<file path="src/rtl/serial_lut_pkg.sv">
package serial_lut_pkg;
  localparam int unsigned LUT_ENTRIES = 16;
  localparam int unsigned LUT_SEL_W   = $clog2(LUT_ENTRIES);

  typedef logic [LUT_ENTRIES-1:0] lut_bits_t;
  typedef logic [LUT_SEL_W-1:0]   lut_sel_t;

  typedef enum logic [1:0] {
    UPD_HOLD  = 2'd0,
    UPD_SHIFT = 2'd1,
    UPD_INIT  = 2'd2
  } lut_upd_e;
endpackage

</file>
<file path="src/rtl/lut_update_ctrl.sv">
module lut_update_ctrl
  import serial_lut_pkg::*;
(
  input  logic     rst,
  input  logic     cfg_en,
  output lut_upd_e upd
);
  // Reset outranks a shift request in the same cycle.
  always_comb begin
    if (rst)         upd = UPD_INIT;
    else if (cfg_en) upd = UPD_SHIFT;
    else             upd = UPD_HOLD;
  end
endmodule

</file>
<file path="src/rtl/lut_shift_store.sv">
module lut_shift_store
  import serial_lut_pkg::*;
#(
  parameter int unsigned ENTRIES = LUT_ENTRIES,
  parameter logic [ENTRIES-1:0] INIT_BITS = '0
)(
  input  logic               clk,
  input  lut_upd_e           upd,
  input  logic               din,
  output logic [ENTRIES-1:0] cells
);
  // Each cell takes its lower neighbour; cell 0 takes the serial bit.
  for (genvar k = 0; k < ENTRIES; k++) begin : g_cell
    logic nbr;
    if (k == 0) begin : g_head
      assign nbr = din;
    end else begin : g_body
      assign nbr = cells[k-1];
    end

    always_ff @(posedge clk) begin
      case (upd)
        UPD_INIT:  cells[k] <= INIT_BITS[k];
        UPD_SHIFT: cells[k] <= nbr;
        default:   cells[k] <= cells[k];
      endcase
    end
  end
endmodule

</file>
<file path="src/rtl/lut_read_mux.sv">
module lut_read_mux #(
  parameter int unsigned ENTRIES = 16,
  localparam int unsigned SEL_W  = $clog2(ENTRIES)
)(
  input  logic [ENTRIES-1:0] cells,
  input  logic [SEL_W-1:0]   sel,
  output logic               bit_out
);
  always_comb begin
    bit_out = 1'b0;
    for (int i = 0; i < ENTRIES; i++) begin
      if (sel == SEL_W'(i)) bit_out = cells[i];
    end
  end
endmodule

</file>
<file path="src/rtl/serial_lut.sv">
module serial_lut
  import serial_lut_pkg::*;
#(
  parameter int unsigned ENTRIES = LUT_ENTRIES,
  parameter logic [ENTRIES-1:0] INIT_BITS = 16'h5AC0,
  localparam int unsigned SEL_W = $clog2(ENTRIES)
)(
  input  logic             clk,
  input  logic             rst,
  input  logic [SEL_W-1:0] sel,
  input  logic             cfg_en,
  input  logic             cfg_din,
  output logic             lut_out,
  output logic             cascade_out
);
  lut_upd_e           upd;
  logic [ENTRIES-1:0] table_q;

  lut_update_ctrl u_ctrl (
    .rst    (rst),
    .cfg_en (cfg_en),
    .upd    (upd)
  );

  lut_shift_store #(
    .ENTRIES   (ENTRIES),
    .INIT_BITS (INIT_BITS)
  ) u_store (
    .clk   (clk),
    .upd   (upd),
    .din   (cfg_din),
    .cells (table_q)
  );

  lut_read_mux #(
    .ENTRIES (ENTRIES)
  ) u_mux (
    .cells   (table_q),
    .sel     (sel),
    .bit_out (lut_out)
  );

  assign cascade_out = table_q[ENTRIES-1];
endmodule

</file>
<file path="config.mk">
export PLATFORM = sky130hd
export DESIGN_NAME = serial_lut
export DESIGN_NICKNAME = d
export VERILOG_FILES = /design/src/rtl/serial_lut_pkg.sv /design/src/rtl/lut_update_ctrl.sv /design/src/rtl/lut_shift_store.sv /design/src/rtl/lut_read_mux.sv /design/src/rtl/serial_lut.sv
export SDC_FILE = /design/constraint.sdc
export NUM_CORES = 1
export LEC_CHECK = 0
export BUFFER_PORTS_ARGS = -buffer_cell sky130_fd_sc_hd__buf_2
export CAP_MARGIN = 30
export CELL_PAD_IN_SITES_DETAIL_PLACEMENT = 0
export CELL_PAD_IN_SITES_GLOBAL_PLACEMENT = 2
export CORE_ASPECT_RATIO = 0.5
export CORE_UTILIZATION = 25
export DETAILED_ROUTE_END_ITERATION = 10
export GPL_TIMING_DRIVEN = 0
export HOLD_SLACK_MARGIN = 0.08
export PLACE_DENSITY_LB_ADDON = 0.05
export SLEW_MARGIN = 0
export SYNTH_ARGS = -nofsm -noshare
export SYNTH_HDL_FRONTEND = slang
export SYNTH_SLANG_ARGS = --single-unit
export TNS_END_PERCENT = 20
</file>
<file path="constraint.sdc">
create_clock -name clk -period 1.3 [get_ports clk]
set_clock_uncertainty 0.2 [all_clocks]
set_input_delay 0.065 -clock clk [delete_from_list [all_inputs] [get_ports clk]]
set_output_delay 0.065 -clock clk [all_outputs]
set_load 0.005 [all_outputs]
</file>
==> metrics.txt, run 1 <==
# TYPE chip_impl_metric gauge
chip_impl_metric{name="io-pin-count",unit=""} 10
chip_impl_info{name="tritoncts_clock_tree",value="yes"} 1
chip_impl_metric{name="final.setup.tns",unit="ps"} -488
chip_impl_metric{name="power_leakage",unit="nW"} 0.336
chip_impl_metric{name="grt.total_usage",unit="%"} 9.79
chip_impl_metric{name="synth_simple_gate_area_share",unit="%"} 21.4
chip_impl_metric{name="hold_viol",unit=""} 6
chip_impl_metric{name="postSynth.asyncResetShare",unit="%"} 0
chip_impl_metric{name="path_max_fanout",unit=""} 2
chip_impl_info{name="ys.flop_type",value="sky130_fd_sc_hd__edfxtp_1"} 1
chip_impl_metric{name="dieHeight",unit="µm"} 41.2
chip_impl_metric{name="data_required_time_at_the_worst_endpoint",unit="ps"} 1030
chip_impl_metric{name="avgSynthCellArea",unit="µm²"} 14.2
chip_impl_metric{name="dp_worst_setup_slack",unit="ps"} -231
chip_impl_metric{name="cts_made_buffers",unit=""} 3
chip_impl_metric{name="post-place-cells",unit=""} 99
chip_impl_metric{name="drt_pre_antenna_iters",unit=""} 4
chip_impl_metric{name="layout.nets",unit=""} 77
chip_impl_info{name="largest_family_of_logic_cells_by_synthesized_area",value="simple AND/OR/NAND/NOR gates"} 1
chip_impl_metric{name="holdWs",unit="ps"} -36.8
chip_impl_metric{name="utilization_of_the_core_after_routing",unit="%"} 33.4
chip_impl_metric{name="hold_buffers",unit=""} 1
chip_impl_metric{name="syn2layout_area_growth",unit="%"} 19.7
chip_impl_metric{name="max-slew-margin-rel",unit="%"} 74.5
chip_impl_metric{name="max_cap_viol_count",unit=""} 0
chip_impl_metric{name="drcViolationCount",unit=""} 0
chip_impl_info{name="timing_worst_setup_path_type",value="reg -> out"} 1
chip_impl_metric{name="fmaxAchievable",unit="GHz"} 0.559
chip_impl_metric{name="worst-slew-pin-transition",unit="ps"} 383
chip_impl_metric{name="netSwitchingPower",unit="W"} 0.000226
chip_impl_metric{name="fin_crit",unit="ps"} 1790
chip_impl_metric{name="grt_antenna_before_repair",unit=""} 0
chip_impl_metric{name="post-route-worst-setup-slack",unit="ps"} -488
chip_impl_info{name="hold_path_class",value="in -> reg"} 1
chip_impl_metric{name="fill_cells",unit=""} 271
chip_impl_metric{name="drt_wl_total",unit="µm"} 1370
chip_impl_info{name="synth.top_cells.by_count",value="sky130_fd_sc_hd__edfxtp_1, sky130_fd_sc_hd__and2_1, sky130_fd_sc_hd__nand2b_1"} 1
chip_impl_metric{name="tritoncts_num_sinks",unit=""} 16
chip_impl_metric{name="postSynthNetCount",unit=""} 62
chip_impl_metric{name="port_buffers",unit=""} 8
chip_impl_metric{name="combinationalPowerShare",unit="%"} 10.3
chip_impl_metric{name="seq_power_share",unit="%"} 56.4
chip_impl_metric{name="timing.final.setup_violations",unit=""} 1
chip_impl_metric{name="layout_worst_path_cycle_share",unit="%"} 138
chip_impl_info{name="cts_root_buffer",value="sky130_fd_sc_hd__clkbuf_8"} 1
chip_impl_metric{name="route.detailed.vias_per_inst",unit=""} 4.25
chip_impl_info{name="worstHoldStart",value="rst"} 1
chip_impl_metric{name="timing.reg2reg.setup_slack",unit="ps"} 190
chip_impl_metric{name="yosys_warnings",unit=""} 0
chip_impl_metric{name="p_per_area",unit="nW/µm²"} 1190
chip_impl_metric{name="die_width",unit="µm"} 80.3
chip_impl_metric{name="synth_adder_area_share",unit="%"} 0
chip_impl_metric{name="clock_power_share",unit="%"} 33.3
chip_impl_info{name="synth_most_common_cell",value="sky130_fd_sc_hd__edfxtp_1"} 1
chip_impl_info{name="capture_endpoint_of_the_worst_hold_path",value="u_store.g_cell[10].nbr"} 1
chip_impl_metric{name="cts_max_level",unit=""} 1
chip_impl_metric{name="largest_net_degree_at_the_start_of_global_routing",unit=""} 17
chip_impl_metric{name="rr_worst_depth",unit=""} 2
chip_impl_metric{name="post_synth_instance_area",unit="µm²"} 767
chip_impl_metric{name="grt_overflow_total",unit=""} 0
chip_impl_metric{name="grt_pass1_wl",unit="µm"} 2120
chip_impl_info{name="failed_checks",value="hold timing, setup timing"} 1
chip_impl_metric{name="netSwitchingFraction",unit="%"} 20.6
chip_impl_metric{name="floorplan.initialDensity",unit="%"} 27.9
chip_impl_metric{name="fp-row-count",unit=""} 13
chip_impl_info{name="crit-reg2reg-capture",value="u_store.g_cell[8].nbr"} 1
chip_impl_metric{name="min_path_cells",unit=""} 3
chip_impl_metric{name="drt.antenna.violating_nets",unit=""} 0
chip_impl_info{name="grt_setup_unrepaired",value="yes"} 1
chip_impl_metric{name="synth_instances",unit=""} 54
chip_impl_metric{name="peakVddDrop",unit="mV"} 0.615
chip_impl_metric{name="routed-via-count",unit=""} 446
chip_impl_metric{name="antenna_cells",unit=""} 0
chip_impl_metric{name="synth.mux.area_fraction",unit="%"} 8.97
chip_impl_metric{name="synth_xor_area_share",unit="%"} 0
chip_impl_metric{name="report.power.total",unit="W"} 0.00110
chip_impl_metric{name="seq_area",unit="µm²"} 480
chip_impl_metric{name="synth_compound_gate_area_share",unit="%"} 5.06
chip_impl_metric{name="place.detailed.hpwl",unit="µm"} 978
chip_impl_info{name="critPathLaunchType",value="register"} 1
chip_impl_metric{name="cellInternalPower",unit="W"} 0.000869
chip_impl_metric{name="ys_types",unit=""} 19
chip_impl_metric{name="vias_in_the_first_global_route",unit=""} 405
chip_impl_metric{name="clkLatencyLatePin",unit="ps"} 240
chip_impl_metric{name="detailedRoute.firstIterationViolations",unit=""} 9
chip_impl_metric{name="maxSlewViolCount",unit=""} 0
chip_impl_metric{name="area_of_the_die",unit="µm²"} 3310
chip_impl_metric{name="synth-edff-count",unit=""} 16
chip_impl_info{name="yosysTopAreaCell",value="sky130_fd_sc_hd__edfxtp_1"} 1
chip_impl_info{name="worst_r2r_startpoint",value="u_store.g_cell[7].nbr"} 1
chip_impl_metric{name="stdcell_count",unit=""} 105
chip_impl_metric{name="ctsLongestPathBuffers",unit=""} 2
chip_impl_metric{name="worst_ep_arrival_time",unit="ps"} 1520
chip_impl_metric{name="routed_wire_length_per_instance",unit="µm"} 13.1
chip_impl_info{name="outcome",value="complete, but fails checks"} 1
chip_impl_metric{name="multi_input_comb_area",unit="µm²"} 274
chip_impl_metric{name="proportion_of_synthesized_chip_area_in_sequential_cells",unit="%"} 62.6
chip_impl_metric{name="postSynthRegisterBits",unit=""} 16
chip_impl_info{name="synth.area.top_cells",value="sky130_fd_sc_hd__edfxtp_1, sky130_fd_sc_hd__and2_1, sky130_fd_sc_hd__nand2b_1"} 1
chip_impl_metric{name="synth_top_area_share",unit="%"} 62.6
chip_impl_metric{name="placer_congestion",unit=""} 0.666
chip_impl_metric{name="drive_gt1_share",unit="%"} 27.9
chip_impl_metric{name="clkSlewWorstSetupHoldPaths",unit="ps"} 60
chip_impl_metric{name="fp.coreArea",unit="µm²"} 2750
chip_impl_info{name="cp-end-kind",value="primary output"} 1
## cells by family after synthesis
group,Yosys count
flops,16
mux,4
simple gates,27
compound gates,5
buf+inv,2
## repair_timing
action,CTS,global route
resized for setup,0,1
buffers inserted,1,0
endpoints found under the hold margin,7,6
endpoints found under the setup margin,1,11
## how the worst max path moves through the flow
stage | from | end | cells after the start
floorplan | u_store.g_cell[8].nbr | lut_out | 3
global placement | u_store.g_cell[5].nbr | lut_out | 4
detailed placement | u_store.g_cell[7].nbr | lut_out | 4
CTS | u_store.g_cell[7].nbr | lut_out | 4
global route | u_store.g_cell[8].nbr | lut_out | 4
finish | u_store.g_cell[8].nbr | lut_out | 4
## metrics by stage
| stage | cell area, µm² | hold slack, ps |
|---|---|---|
| floorplan | 767 | 30.6 |
| global placement | 853 | 143 |
| detailed placement | 853 | 146 |
| CTS | 916 | 18.8 |
| global route | 918 | -15.4 |
| finish | 918 | -36.8 |
## placed cells by master, fill, tap and decap left out, drive strengths merged
master	synthesis	layout
mux4	2	2
a21oi	2	2
nor2b	2	2
o221ai	2	2
or2	1	1
nand2b	8	8
nor3	1	1
clkbuf	1	4
clkinv	0	1
and2	10	10
nand2	2	2
dlygate4sd3	0	1
mux2i	2	2
buf	1	10
edfxtp	16	16
o21ai	1	1
nor2	2	2
nand3	1	1
## worst max-delay path, stage by stage, from the launching register on
cell,delay (ps)
sky130_fd_sc_hd__edfxtp_1,380
sky130_fd_sc_hd__mux4_2,520
sky130_fd_sc_hd__o221ai_2,190
sky130_fd_sc_hd__nand3_2,70
sky130_fd_sc_hd__buf_2,130
## per-layer routing
| layer | vias up | wire [µm] | global-route usage (%) |
|---|---|---|---|
| li1 | 224 | - | - |
| met1 | 214 | 795 | 13.6 |
| met2 | 8 | 504 | 13.5 |
| met3 | 0 | 72 | 4.44 |
| met4 | 0 | 0 | 2.68 |
| met5 | - | 0 | 0 |
## flip-flops by register name (all words and copies together) (netlist names)
| name | cells |
|---|---|
| u_store.cells | 1 |
| u_store.g_cell.nbr | 15 |
## power groups by stage
| stage | Clock, W | Sequential, W | Combinational, W |
|---|---|---|---|
| CTS | 0.000380 | 0.000618 | 0.000113 |
| detailed placement | 0 | 0.000628 | 0.000108 |
| global placement | 0 | 0.000627 | 0.000107 |
| global route | 0.000402 | 0.000622 | 0.000125 |
| floorplan | 0 | 0.000622 | 0.0000710 |
| finish | 0.000365 | 0.000618 | 0.000112 |
## area by class of cell
| class | count | area share, % |
|---|---|---|
| multi-input cells | 36 | 29.8 |
| flip-flops and latches | 16 | 52.3 |
| plain buffers | 2 | 1.63 |
| repair buffers | 10 | 6.27 |
| well taps | 37 | 5.04 |
| clock buffers | 3 | 4.50 |
| clock inverters | 1 | 0.409 |
Note: power is estimated with default switching activity, not from simulation.
==> run 2, diff against run 1 <==
- SKIP_CTS_REPAIR_TIMING: default -> 1
==> run 2 against run 1 <==
The run still ends with hold timing, setup timing left. Via count up 1.1%. Core utilization unchanged. Combinational power about the same. Final area unchanged. Critical path depth unchanged. Cell count unchanged. First-iteration DRC count unchanged. Critical endpoint unchanged. Largest power group unchanged. Fmax down 0.11%. Clock power about the same. Power about the same.
==> metrics.txt, run 2 (synthesis results as in run 1) <==
# TYPE chip_impl_metric gauge
chip_impl_info{name="cp-end-kind",value="primary output"} 1
chip_impl_metric{name="drt_pre_antenna_iters",unit=""} 3
chip_impl_metric{name="ctsLongestPathBuffers",unit=""} 2
chip_impl_metric{name="dieHeight",unit="µm"} 41.2
chip_impl_metric{name="io-pin-count",unit=""} 10
chip_impl_metric{name="peakVddDrop",unit="mV"} 0.620
chip_impl_metric{name="grt_overflow_total",unit=""} 0
chip_impl_metric{name="cts_max_level",unit=""} 1
chip_impl_metric{name="grt.total_usage",unit="%"} 9.74
chip_impl_metric{name="fp.coreArea",unit="µm²"} 2750
chip_impl_metric{name="dp_worst_setup_slack",unit="ps"} -231
chip_impl_metric{name="fp-row-count",unit=""} 13
chip_impl_metric{name="routed-via-count",unit=""} 451
chip_impl_info{name="tritoncts_clock_tree",value="yes"} 1
chip_impl_metric{name="place.detailed.hpwl",unit="µm"} 978
chip_impl_metric{name="worst-slew-pin-transition",unit="ps"} 382
chip_impl_info{name="worst_r2r_startpoint",value="u_store.g_cell[7].nbr"} 1
chip_impl_metric{name="antenna_cells",unit=""} 0
chip_impl_metric{name="detailedRoute.firstIterationViolations",unit=""} 9
chip_impl_metric{name="layout_worst_path_cycle_share",unit="%"} 138
chip_impl_metric{name="hold_viol",unit=""} 6
chip_impl_info{name="timing_worst_setup_path_type",value="reg -> out"} 1
chip_impl_metric{name="maxSlewViolCount",unit=""} 0
chip_impl_metric{name="area_of_the_die",unit="µm²"} 3310
chip_impl_metric{name="min_path_cells",unit=""} 3
chip_impl_metric{name="fmaxAchievable",unit="GHz"} 0.559
chip_impl_metric{name="holdWs",unit="ps"} -38.5
chip_impl_metric{name="drt_wl_total",unit="µm"} 1370
chip_impl_metric{name="path_max_fanout",unit=""} 2
chip_impl_metric{name="clkLatencyLatePin",unit="ps"} 240
chip_impl_metric{name="max-slew-margin-rel",unit="%"} 74.5
chip_impl_info{name="worstSetupStartpoint",value="u_store.g_cell[5].nbr"} 1
chip_impl_info{name="most_common_library_cell_in_the_layout_ignoring_fill_and_taps",value="sky130_fd_sc_hd__edfxtp_1"} 1
chip_impl_info{name="hold_path_class",value="in -> reg"} 1
chip_impl_metric{name="placer_congestion",unit=""} 0.666
chip_impl_metric{name="seq_area",unit="µm²"} 480
chip_impl_metric{name="largest_register_ffs",unit=""} 15
chip_impl_info{name="worstHoldStart",value="rst"} 1
chip_impl_metric{name="grt_pass1_wl",unit="µm"} 2100
chip_impl_metric{name="max_cap_viol_count",unit=""} 0
chip_impl_info{name="failed_checks",value="hold timing, setup timing"} 1
chip_impl_metric{name="drt.antenna.violating_nets",unit=""} 0
chip_impl_metric{name="drcViolationCount",unit=""} 0
chip_impl_metric{name="die_width",unit="µm"} 80.3
chip_impl_info{name="critPathLaunchType",value="register"} 1
chip_impl_metric{name="layout.nets",unit=""} 77
chip_impl_metric{name="floorplan.initialDensity",unit="%"} 27.9
chip_impl_metric{name="cts_made_buffers",unit=""} 3
chip_impl_metric{name="fill_cells",unit=""} 272
chip_impl_metric{name="post-route-worst-setup-slack",unit="ps"} -490
chip_impl_info{name="cts_root_buffer",value="sky130_fd_sc_hd__clkbuf_8"} 1
chip_impl_metric{name="routed_wire_length_per_instance",unit="µm"} 13.0
chip_impl_metric{name="multi_input_comb_area",unit="µm²"} 274
chip_impl_info{name="grt_setup_unrepaired",value="yes"} 1
chip_impl_metric{name="data_required_time_at_the_worst_endpoint",unit="ps"} 1030
chip_impl_metric{name="syn2layout_area_growth",unit="%"} 19.7
chip_impl_info{name="outcome",value="complete, but fails checks"} 1
chip_impl_metric{name="route.detailed.vias_per_inst",unit=""} 4.30
chip_impl_metric{name="timing.final.setup_violations",unit=""} 1
chip_impl_metric{name="worst_ep_arrival_time",unit="ps"} 1530
chip_impl_metric{name="vias_in_the_first_global_route",unit=""} 400
chip_impl_metric{name="grt_antenna_before_repair",unit=""} 0
chip_impl_metric{name="clkSlewWorstSetupHoldPaths",unit="ps"} 60
chip_impl_metric{name="port_buffers",unit=""} 8
chip_impl_metric{name="report.power.total",unit="W"} 0.00109
chip_impl_metric{name="fin_crit",unit="ps"} 1790
chip_impl_metric{name="p_per_area",unit="nW/µm²"} 1190
chip_impl_metric{name="largest_net_degree_at_the_start_of_global_routing",unit=""} 17
chip_impl_metric{name="tritoncts_num_sinks",unit=""} 16
chip_impl_metric{name="drive_gt1_share",unit="%"} 27.9
chip_impl_metric{name="power_leakage",unit="nW"} 0.336
chip_impl_metric{name="rr_worst_depth",unit=""} 2
chip_impl_info{name="layout.cells.most_common_list",value="sky130_fd_sc_hd__edfxtp_1, sky130_fd_sc_hd__and2_1, sky130_fd_sc_hd__buf_2, sky130_fd_sc_hd__nand2b_1, sky130_fd_sc_hd__clkbuf_8"} 1
## run 2: cell counts in the layout (fill, tap and decap cells not counted)
No cell type changed its count.
## run 2: worst paths after layout
kind,end,slack [ps]
setup / recovery,lut_out,-490
hold / removal,u_store.g_cell[10].nbr,-40
setup reg to reg,u_store.g_cell[8].nbr,190
hold reg to reg,u_store.g_cell[12].nbr,350
## run 2: stage by stage
stage          setup TNS, ps  cell area, µm²  hold WS [ps]  utilization, %  instances
2_1_floorplan          -38.8             767          30.6               -         54
3_3_place_gp           -2000             853           143            31.0         99
3_5_place_dp           -2310             853           146            31.0         99
4_1_cts                 -511             898          -108            32.7        103
5_1_grt                 -537             918         -15.4            33.4        105
6_report                -490             918         -38.5            33.4        105
## run 2: layout make-up
type                       count  area share [%]
clock inverter                 1           0.409
buffer                         2            1.63
sequential                    16            52.3
timing repair buffer          10            6.27
multi-input combinational     36            29.8
clock buffer                   3            4.50
tap                           37            5.04
## run 2: critical path, cell delays in order (launching register included)
cell and delay, ps:
sky130_fd_sc_hd__edfxtp_1 390, sky130_fd_sc_hd__mux4_2 500, sky130_fd_sc_hd__o221ai_2 190, sky130_fd_sc_hd__nand3_2 70
sky130_fd_sc_hd__buf_2 130
## run 2: layer usage
| metal | wire (µm) | global-route usage, % | share of wire, % |
|---|---|---|---|
| met1 | 785 | 13.6 | 57 |
| met5 | 0 | 0 | 0 |
| met3 | 76 | 4.44 | 5.6 |
| met4 | 0 | 2.68 | 0 |
| met2 | 507 | 13.2 | 37 |
## run 2: report_power, final
part | switching [W] | total [W] | internal, W
clock | 0.000156 | 0.000365 | 0.000209
combinational | 0.0000548 | 0.000112 | 0.0000570
sequential | 0.0000144 | 0.000618 | 0.000603
